`config.mk`:
```
export PLATFORM = sky130hd
export DESIGN_NAME = irq_prio_ctrl
export DESIGN_NICKNAME = d
export VERILOG_FILES = /design/src/rtl/irq_pkg.sv /design/src/rtl/irq_glitch_filter.sv /design/src/rtl/irq_arbiter.sv /design/src/rtl/irq_prio_ctrl.sv
export SDC_FILE = /design/constraint.sdc
export NUM_CORES = 1
export LEC_CHECK = 0
export ABC_AREA = 1
export BUFFER_PORTS_ARGS = -buffer_cell sky130_fd_sc_hd__clkbuf_2
export CAP_MARGIN = 40
export CORE_MARGIN = 2
export CORE_UTILIZATION = 45
export CTS_CLUSTER_DIAMETER = 60
export DETAILED_ROUTE_END_ITERATION = 8
export PLACE_DENSITY = 0.78
export SYNTH_ARGS = -nofsm -noshare
export SYNTH_HDL_FRONTEND = slang
export SYNTH_SLANG_ARGS = --single-unit
```
`constraint.sdc`:
```
create_clock -name clk_i -period 23.6 [get_ports clk_i]
set_clock_uncertainty 0.05 [all_clocks]
set_input_delay 3.54 -clock clk_i [delete_from_list [all_inputs] [get_ports clk_i]]
set_output_delay 3.54 -clock clk_i [all_outputs]
set_load 0.005 [all_outputs]
```
`src/rtl/irq_pkg.sv`:
```
package irq_pkg;
  localparam int unsigned NSRC     = 8;
  localparam int unsigned LVL_W    = 2;
  localparam int unsigned VEC_W    = 16;
  localparam int unsigned SYNC_STG = 2;
  localparam int unsigned FILT_LEN = 3;
  localparam int unsigned PF_IDX   = 7;
  localparam logic [VEC_W-1:0] VEC_BASE = 16'h0020;
  typedef logic [LVL_W-1:0] lvl_t;
  localparam lvl_t IPS_IDLE = '1;
endpackage

```
`src/rtl/irq_glitch_filter.sv`:
```
module irq_glitch_filter #(
  parameter int unsigned SYNC_STG = irq_pkg::SYNC_STG,
  parameter int unsigned FILT_LEN = irq_pkg::FILT_LEN
) (
  input  logic clk_i,
  input  logic rst_ni,
  input  logic raw_i,
  output logic flag_o
);
  logic [SYNC_STG-1:0] sync_q;
  logic [FILT_LEN-1:0] hist_q, hist_d;
  logic                flag_q;

  always_ff @(posedge clk_i or negedge rst_ni) begin
    if (!rst_ni) sync_q <= '0;
    else if (SYNC_STG == 1) sync_q <= raw_i;
    else sync_q <= {sync_q[SYNC_STG-2:0], raw_i};
  end

  assign hist_d = {hist_q[FILT_LEN-2:0], sync_q[SYNC_STG-1]};

  // flag moves only when the whole window agrees
  always_ff @(posedge clk_i or negedge rst_ni) begin
    if (!rst_ni) begin
      hist_q <= '0;
      flag_q <= 1'b0;
    end else begin
      hist_q <= hist_d;
      if (&hist_d)       flag_q <= 1'b1;
      else if (~|hist_d) flag_q <= 1'b0;
    end
  end

  assign flag_o = flag_q;
endmodule

```
`src/rtl/irq_arbiter.sv`:
```
module irq_arbiter #(
  parameter int unsigned N_SRC = irq_pkg::NSRC,
  parameter int unsigned LVL_W = irq_pkg::LVL_W,
  localparam int unsigned IDX_W = $clog2(N_SRC)
) (
  input  logic [N_SRC-1:0]       elig_i,
  input  logic [N_SRC*LVL_W-1:0] prio_i,
  output logic                   any_o,
  output logic [IDX_W-1:0]       idx_o,
  output logic [LVL_W-1:0]       lvl_o
);
  // descending scan with <= lets the lowest index win a level tie
  always_comb begin
    any_o = 1'b0;
    idx_o = '0;
    lvl_o = '1;
    for (int i = N_SRC - 1; i >= 0; i--) begin
      if (elig_i[i] && (!any_o || prio_i[i*LVL_W +: LVL_W] <= lvl_o)) begin
        any_o = 1'b1;
        idx_o = IDX_W'(i);
        lvl_o = prio_i[i*LVL_W +: LVL_W];
      end
    end
  end
endmodule

```
`src/rtl/irq_prio_ctrl.sv`:
```
module irq_prio_ctrl
  import irq_pkg::*;
#(
  parameter int unsigned N_SRC  = irq_pkg::NSRC,
  parameter int unsigned PF_SRC = irq_pkg::PF_IDX,
  localparam int unsigned IDX_W = $clog2(N_SRC)
) (
  input  logic                   clk_i,
  input  logic                   rst_ni,
  input  logic                   clk_en_i,
  input  logic [N_SRC-1:0]       src_i,
  input  logic                   gie_i,
  input  logic [N_SRC-1:0]       ie_i,
  input  logic [N_SRC*LVL_W-1:0] prio_i,
  input  logic                   excp_win_i,
  input  logic                   reti_i,
  output logic [N_SRC-1:0]       flag_o,
  output logic                   svc_o,
  output logic [VEC_W-1:0]       vec_o,
  output logic [LVL_W-1:0]       ips_o
);
  logic [N_SRC-1:0] flag, elig;
  logic             any;
  logic [IDX_W-1:0] win_idx, req_idx_q, svc_idx_q;
  lvl_t             win_lvl, req_lvl_q, ips_q;
  logic             req_v_q, svc_q;

  for (genvar g = 0; g < N_SRC; g++) begin : g_src
    irq_glitch_filter u_filt (
      .clk_i  (clk_i),
      .rst_ni (rst_ni),
      .raw_i  (src_i[g]),
      .flag_o (flag[g])
    );
    if (g == PF_SRC) begin : g_pf
      assign elig[g] = flag[g] & ie_i[g] & (prio_i[g*LVL_W +: LVL_W] < ips_q);
    end else begin : g_std
      assign elig[g] = flag[g] & ie_i[g] & gie_i & (prio_i[g*LVL_W +: LVL_W] < ips_q);
    end
  end

  irq_arbiter #(.N_SRC(N_SRC), .LVL_W(LVL_W)) u_arb (
    .elig_i (elig),
    .prio_i (prio_i),
    .any_o  (any),
    .idx_o  (win_idx),
    .lvl_o  (win_lvl)
  );

  always_ff @(posedge clk_i or negedge rst_ni) begin
    if (!rst_ni) begin
      ips_q     <= IPS_IDLE;
      req_v_q   <= 1'b0;
      req_idx_q <= '0;
      req_lvl_q <= IPS_IDLE;
      svc_q     <= 1'b0;
      svc_idx_q <= '0;
    end else if (clk_en_i) begin
      svc_q <= 1'b0;
      if (reti_i) begin
        ips_q   <= IPS_IDLE;
        req_v_q <= 1'b0;
      end else if (req_v_q) begin
        if (!excp_win_i) begin
          svc_q     <= 1'b1;
          svc_idx_q <= req_idx_q;
          ips_q     <= req_lvl_q;
          req_v_q   <= 1'b0;
        end
      end else begin
        req_v_q   <= any;
        req_idx_q <= win_idx;
        req_lvl_q <= win_lvl;
      end
    end
  end

  assign flag_o = flag;
  assign svc_o  = svc_q;
  assign vec_o  = VEC_BASE + VEC_W'(svc_idx_q);
  assign ips_o  = ips_q;
endmodule

```
* Word level (Yosys, flattened, before mapping)
Cells that the tools add are included.
Storage, ports and cells: bits of input ports 38, flip-flop bits (word level) 52, word-level logic and storage cells 171, output and inout port bits 27
Operators by class: muxes and demuxes 49, reductions and logical operators 41, $add $sub $neg 1, eq/ne operators 9, bitwise gates (word level) 26, order comparisons 15
Operators with widths (count):
- $mux W1 | 30
- $reduce_and A3 Y1 | 10
- $mux W3 | 8
- $reduce_or A3 Y1 | 8
- $and A1 B1 Y1 | 23
- $mux W2 | 11
- $ne A2 B1 Y1 const B | 9
- $lt A2 B2 Y1 | 8
- $le A2 B2 Y1 | 7
- $add A6 B3 Y7 const A | 1
- $logic_and A1 B1 Y1 | 7
- $logic_not A1 Y1 | 7
- $logic_or A1 B1 Y1 | 7
- $reduce_and A4 Y1 | 1
- $not A1 Y1 | 3
- $reduce_bool A2 Y1 | 1

* Longest topological paths before layout
word-level depth 33, depth in mapped cells 70, gate-level depth less buffers 70

* Modules after synthesis
From an unflattened synthesis, not the netlist that was laid out.
Unflattened totals: cells, all modules 354, area total of the unflattened synthesis 2929.1 um^2
By module, submodules not included:
- irq_glitch_filter | instances 8, sequential area each 125.1 um^2, area each 156.4 um^2, cells each 13
- irq_prio_ctrl | instances 1, sequential area each 305.3 um^2, area each 940.9 um^2, cells each 118
- irq_arbiter | instances 1, sequential area each 0.0 um^2, area each 737.0 um^2, cells each 132

* Worst setup path before layout
Ideal clock, no wire load.
path kind input port to flip-flop, start input prio_i[15], end register req_idx_q[0], arrival time 10.301 ns, setup time 0.142 ns, path buffers 0, stages on the path 58, path slack 13.107 ns, data required time 23.408 ns, cells stage by stage ha_1 nand2_1 nand2_2 nor2_1 inv_1 ha_1 nand2_1 a21boi_0 nand2_1 nand2_1 nand2_1 and2_1 ha_1 a22oi_1 nand2_1 nand2_2 nand3_1 and2_1 (+22 left out) nand3_2 nand2_1 ha_1 a21oi_1 a21oi_1 nand2_1 nand2_4 inv_2 nand2_1 and2_1 ha_1 a21oi_1 a21oi_1 o21ai_2 nand2_2 nand2_2 a21oi_1 o21bai_1
On the way: word-level cells in the longest chain between the ends 31, elaborated cells on any way between the ends 52, classes of those cells 8 x order compare; 22 x mux; 1 x bitwise; 21 x reduce/logical
Ends and longest elaborated chain:
- start, declared | RTL line irq_prio_ctrl.sv:14 | input logic [N_SRC*LVL_W-1:0] prio_i,
- $lt A2 B2 Y1 | RTL line irq_prio_ctrl.sv:36 | assign elig[g] = flag[g] & ie_i[g] & (prio_i[g*LVL_W +: LVL_W] < ips_q);
- $and A1 B1 Y1 | RTL line irq_prio_ctrl.sv:36
- $mux W2 / $mux W1 (equally long branches) | RTL line irq_arbiter.sv:18 | if (elig_i[i] && (!any_o || prio_i[i*LVL_W +: LVL_W] <= lvl_o)) begin
- $le A2 B2 Y1 / $logic_not A1 Y1 (equally long branches) | RTL line irq_arbiter.sv:18
- $logic_or A1 B1 Y1 | RTL line irq_arbiter.sv:18
- $logic_and A1 B1 Y1 | RTL line irq_arbiter.sv:18
- $mux W2 / $mux W1 (equally long branches) | RTL line irq_arbiter.sv:18
- $le A2 B2 Y1 / $logic_not A1 Y1 (equally long branches) | RTL line irq_arbiter.sv:18
- (+15 left out)
- $le A2 B2 Y1 / $logic_not A1 Y1 (equally long branches) | RTL line irq_arbiter.sv:18
- $logic_or A1 B1 Y1 | RTL line irq_arbiter.sv:18
- $logic_and A1 B1 Y1 | RTL line irq_arbiter.sv:18
- $mux W2 / $mux W1 (equally long branches) | RTL line irq_arbiter.sv:18
- $le A2 B2 Y1 / $logic_not A1 Y1 (equally long branches) | RTL line irq_arbiter.sv:18
- $logic_or A1 B1 Y1 | RTL line irq_arbiter.sv:18
- $logic_and A1 B1 Y1 | RTL line irq_arbiter.sv:18
- $mux W3 (*) | RTL line irq_arbiter.sv:18
- end signal, assigned | RTL line irq_prio_ctrl.sv:72 | req_idx_q <= win_idx;
- end, declared | RTL line irq_prio_ctrl.sv:24 | logic [IDX_W-1:0] win_idx, req_idx_q, svc_idx_q;
Every way passes the cells marked *; elsewhere a longest branch is shown, timed or not. A chain may end at the register's enable or synchronous reset.

* Worst setup path in the final report
Same ends and word-level chain as after synthesis.

==> results.md <==
Clocking:
- CTS placed an instance of sky130_fd_sc_hd__clkbuf_8 at the clock tree root.
- The number of sinks driven by the clock tree is 52.
- TritonCTS built the clock tree.
- The clock slew seen by the registers of the worst setup and hold paths is 0.09 ns.
- The clock tree synthesis step divided the H-tree into 2 levels.
- For this design, the CTS-stage hold fixing added 0 buffers.
- The number of setup buffers added after CTS is 0.
- The total clock buffers created by CTS is 5.
- The number of gates resized after CTS was 0.
- The worst-skew pair later-pin latency is 0.30 ns.
- The clock passes through at most 2 buffers.

Logic synthesis:
- During synthesis, Yosys emitted a total of 0 warnings.
- The cell area that synthesis handed to floorplanning was 2920 sq um.
- sky130_fd_sc_hd__dfrtp_1 takes more of the synthesized area than any other cell.
- By area the synthesized netlist is led by sky130_fd_sc_hd__dfrtp_1 (41%), sky130_fd_sc_hd__ha_1 (9.4%), sky130_fd_sc_hd__nand2_1 (6.2%), sky130_fd_sc_hd__inv_1 (5.9%), sky130_fd_sc_hd__buf_4 (5.4%).
- The fraction of registers with async set/reset is 100%.
- The number of different library cells used by synthesis comes to 38.
- The commonest cells after synthesis are sky130_fd_sc_hd__dfrtp_1 (48), sky130_fd_sc_hd__nand2_1 (48), sky130_fd_sc_hd__inv_1 (46).
- The sequential cell area fraction in the yosys report is 44.7%.
- The most used flip-flop cell after synthesis is sky130_fd_sc_hd__dfrtp_1.
- After synthesis the netlist holds a flip-flop and latch count of 52.
- The top-area cell type share of the netlist area is 41.1%.
- In the synthesized netlist, the number of instances is 325.
- The post-synthesis area per instance is 8.98 sq um.
- The number of synthesized flops with an enable pin is 0.

Floorplanning:
- The die footprint is 7150 sq um.
- The floorplan has 29 rows.
- The die is 84.5 um tall.
- Pin placement for this block handled 65 I/O pins.
- After floorplanning, the core was sized to cover 6310 sq um.
- The initial utilization of the core area, before any placement, comes to 46.2%.
- The floorplan step set the die width to 84.5 um.

Placed design:
- The count of buffers added on input and output ports is 51.
- The placed instances occupy a cell area of 3160 sq um.
- The HPWL after detailed placement is 4330 um.
- At the end of routability-driven placement, the weighted congestion stood at 0.868.

GRT:
- The first global-routing pass estimated 9230 um of wire.
- The largest net degree at the start of global routing is 53.
- Global routing used 16.1% of the available tracks across all layers.
- The final global-route overflow total is 0.
- The number of antenna violations at the first check in global routing is 0.
- The number of global-route vias before repair came to 2,233.

Route:
- The number of design rule violations left after detail routing is 0.
- The detailed router finished its first iteration with 79 violations.
- The total via count in the routed design is 2,225.
- In the routed layout, each cell is associated on average with a via count of 4.92.
- The total wirelength of the detailed-routed design is 5440 um.
- The detail route stage leaves a number of antenna-violating nets equal to 0.
- The first-pass iteration count of the detailed router is 5.
- In the final routed layout, each cell accounts on average for 12.0 um.

Power and ir drop:
- The static power due to leakage is 1.78 nW.
- In this run the power spent charging and discharging nets is 0.0692 mW.
- The combinational share of power is 25.4%.
- The clock share of power is 27.7%.
- Per report_power, the sequential group accounts for 46.8% of the total.
- The worst-case IR drop observed on VDD is 0.0449 mV.
- Net switching is 30.3% of the power.
- Internal power comes to 0.160 mW.
- The power per standard cell area is 69.7 nW/um^2.

Critical path:
- The number of cells on the worst reg-to-reg path is 60.
- Data on the critical path is required at its endpoint by 23.79 ns.
- The largest individual stage delay along the critical path comes from the cell sky130_fd_sc_hd__ha_1.
- The startpoint identified for the worst register-to-register timing path is ips_o[1].
- The arrival time reported for the critical path endpoint is 11.25 ns.
- The largest single stage delay on the critical path is 0.30 ns.
- The most critical setup path has its startpoint at prio_i[15].
- The endpoint type of the worst setup path is a flip-flop.
- Among the stages of the critical path, the cell type that occurs most often is sky130_fd_sc_hd__a21oi_1.
- Of all nets on the critical path, the largest fanout is 6.
- The kind of critical path is in2reg.
- STA classifies the critical path startpoint as an input pin.

STA:
- The final count of pins violating max slew is 0.
- Headroom to the max-slew limit came out at 45.4%.
- The final critical path takes up 46.9% of the cycle.
- The peak clock frequency supported by timing is 90.4 MHz.
- The setup TNS is 0 ns.
- Setup violations remaining at the end of the flow were counted as 0.
- The worst path needs 11.06 ns of the cycle, external delays included.
- The final count of hold timing violations came to 0.
- The slew of the pin with the lowest slew margin is 0.813 ns.
- Setup repair after global routing left no endpoint under its margin.

Worst hold path:
- The worst hold path was traced through 0 stages.
- In this run the worst hold path is classified as reg2reg.
- The startpoint identified for the worst hold timing path is g_src[7].u_filt.sync_q[0].

Layout:
- Measured on the finished design, the core utilization comes to 52.0%.
- Cells with a size suffix above 1 make up 29.3% of the layout.
- The count of inserted antenna diode cells is 0.
- The finished layout cell area is 3280 sq um.
- The growth of design area from synthesis to finish is 12.5%.
- The final layout net count is 434.

Run status:
- The run finished with clean final reports.

Flow run:
- Across the run, the number of max-cap violations was 0.
-- cell type report --
| class | instances | area [sq um] |
|---|---|---|
| sequential | 52 | 1310 |
| clock buffer | 6 | 82.6 |
| fill | 590 | 3030 |
| tap | 77 | 96.3 |
| inverter | 57 | 216 |
| clock inverter | 2 | 38.8 |
| multi-input combinational | 206 | 1280 |
| timing repair buffer | 52 | 263 |
-- critical path: cells and delay by family --
kind            cells  cell delay [ns]
simple gates       28             3.04
buf+inv             8             0.54
compound gates     16             2.08
fa+ha+maj           8             2.05
-- state kept, by name (all words and copies together), names as in the netlist --
signal,flops
g_src.u_filt.hist_q,16
g_src.u_filt.sync_q,16
g_src.u_filt.flag_o,8
req_idx_q,3
svc_idx_q,3
ips_o,2
req_lvl_q,2
req_v_q,1
svc_o,1
-- kinds of logic (layout without fill, tap and decap cells) --
family                     Yosys count  after routing  share of synthesized area [%]
other                                2             13                          0.257
buffers and inverters               78            117                           12.8
and+or+nand+nor                    128            128                           24.3
DFF                                 52             52                           44.7
AOI/OAI and AO/OA                   43             43                           8.44
adders and majority gates           22             22                           9.43
-- layer usage --
metal / up-vias / track usage, % / share of wire [%]
met5: - / 0 / 0
li1: 1117 / - / -
met3: 14 / 3.93 / 4.6
met2: 54 / 29.8 / 53
met4: 0 / 7.22 / 1.8
met1: 1040 / 17.3 / 40
-- power by group through the flow --
| stage | clock network [mW] | logic [mW] | registers (mW) |
|---|---|---|---|
| floorplan | 0 | 0.0435 | 0.108 |
| global placement | 0 | 0.0552 | 0.108 |
| detailed placement | 0 | 0.0580 | 0.109 |
| CTS | 0.0658 | 0.0586 | 0.107 |
| global route | 0.0693 | 0.0667 | 0.109 |
| finish | 0.0635 | 0.0582 | 0.107 |
-- final timing paths --
path,endpoint,slack [ns]
worst max-delay path,req_idx_q[0],12.54
worst min-delay path,g_src[7].u_filt.sync_q[1],0.30
worst max register to register,req_idx_q[0],15.11
worst min register to register,g_src[7].u_filt.sync_q[1],0.30
max in group asynchronous,g_src[5].u_filt.hist_q[1],19.80
min in group asynchronous,svc_idx_q[0],3.27
-- per-stage QoR --
stage          std cells  setup slack, ns  power, mW  hold WS, ns
6_report             452            12.54      0.229        0.304
5_1_grt              452            11.79      0.245        0.313
4_1_cts              452            12.58      0.232        0.303
3_5_place_dp         444            12.33      0.167        0.285
3_3_place_gp         444            12.58      0.164        0.282
2_1_floorplan        336            13.11      0.151        0.281
-- layout by cell type (no fill, tap or decap), types with 3 or more instances in the layout --
| master | Yosys | final |
|---|---|---|
| sky130_fd_sc_hd__clkbuf_2 | 0 | 51 |
| sky130_fd_sc_hd__nand2_1 | 48 | 48 |
| sky130_fd_sc_hd__dfrtp_1 | 48 | 48 |
| sky130_fd_sc_hd__inv_1 | 46 | 46 |
| sky130_fd_sc_hd__a21oi_1 | 22 | 22 |
| sky130_fd_sc_hd__ha_1 | 22 | 22 |
| sky130_fd_sc_hd__nand3_1 | 19 | 19 |
| sky130_fd_sc_hd__nand2_2 | 14 | 14 |
| sky130_fd_sc_hd__conb_1 | 2 | 13 |
| sky130_fd_sc_hd__nor3_1 | 11 | 11 |
| sky130_fd_sc_hd__inv_2 | 10 | 10 |
| sky130_fd_sc_hd__nor2_1 | 8 | 8 |
| sky130_fd_sc_hd__nand3_2 | 8 | 8 |
| sky130_fd_sc_hd__o21ai_0 | 6 | 6 |
| sky130_fd_sc_hd__clkbuf_8 | 0 | 6 |
| sky130_fd_sc_hd__and2_1 | 5 | 5 |
| sky130_fd_sc_hd__dfstp_2 | 4 | 4 |
| sky130_fd_sc_hd__nand2_4 | 3 | 3 |
| sky130_fd_sc_hd__o21ai_1 | 3 | 3 |
Note: power is estimated with default switching activity, not from simulation.
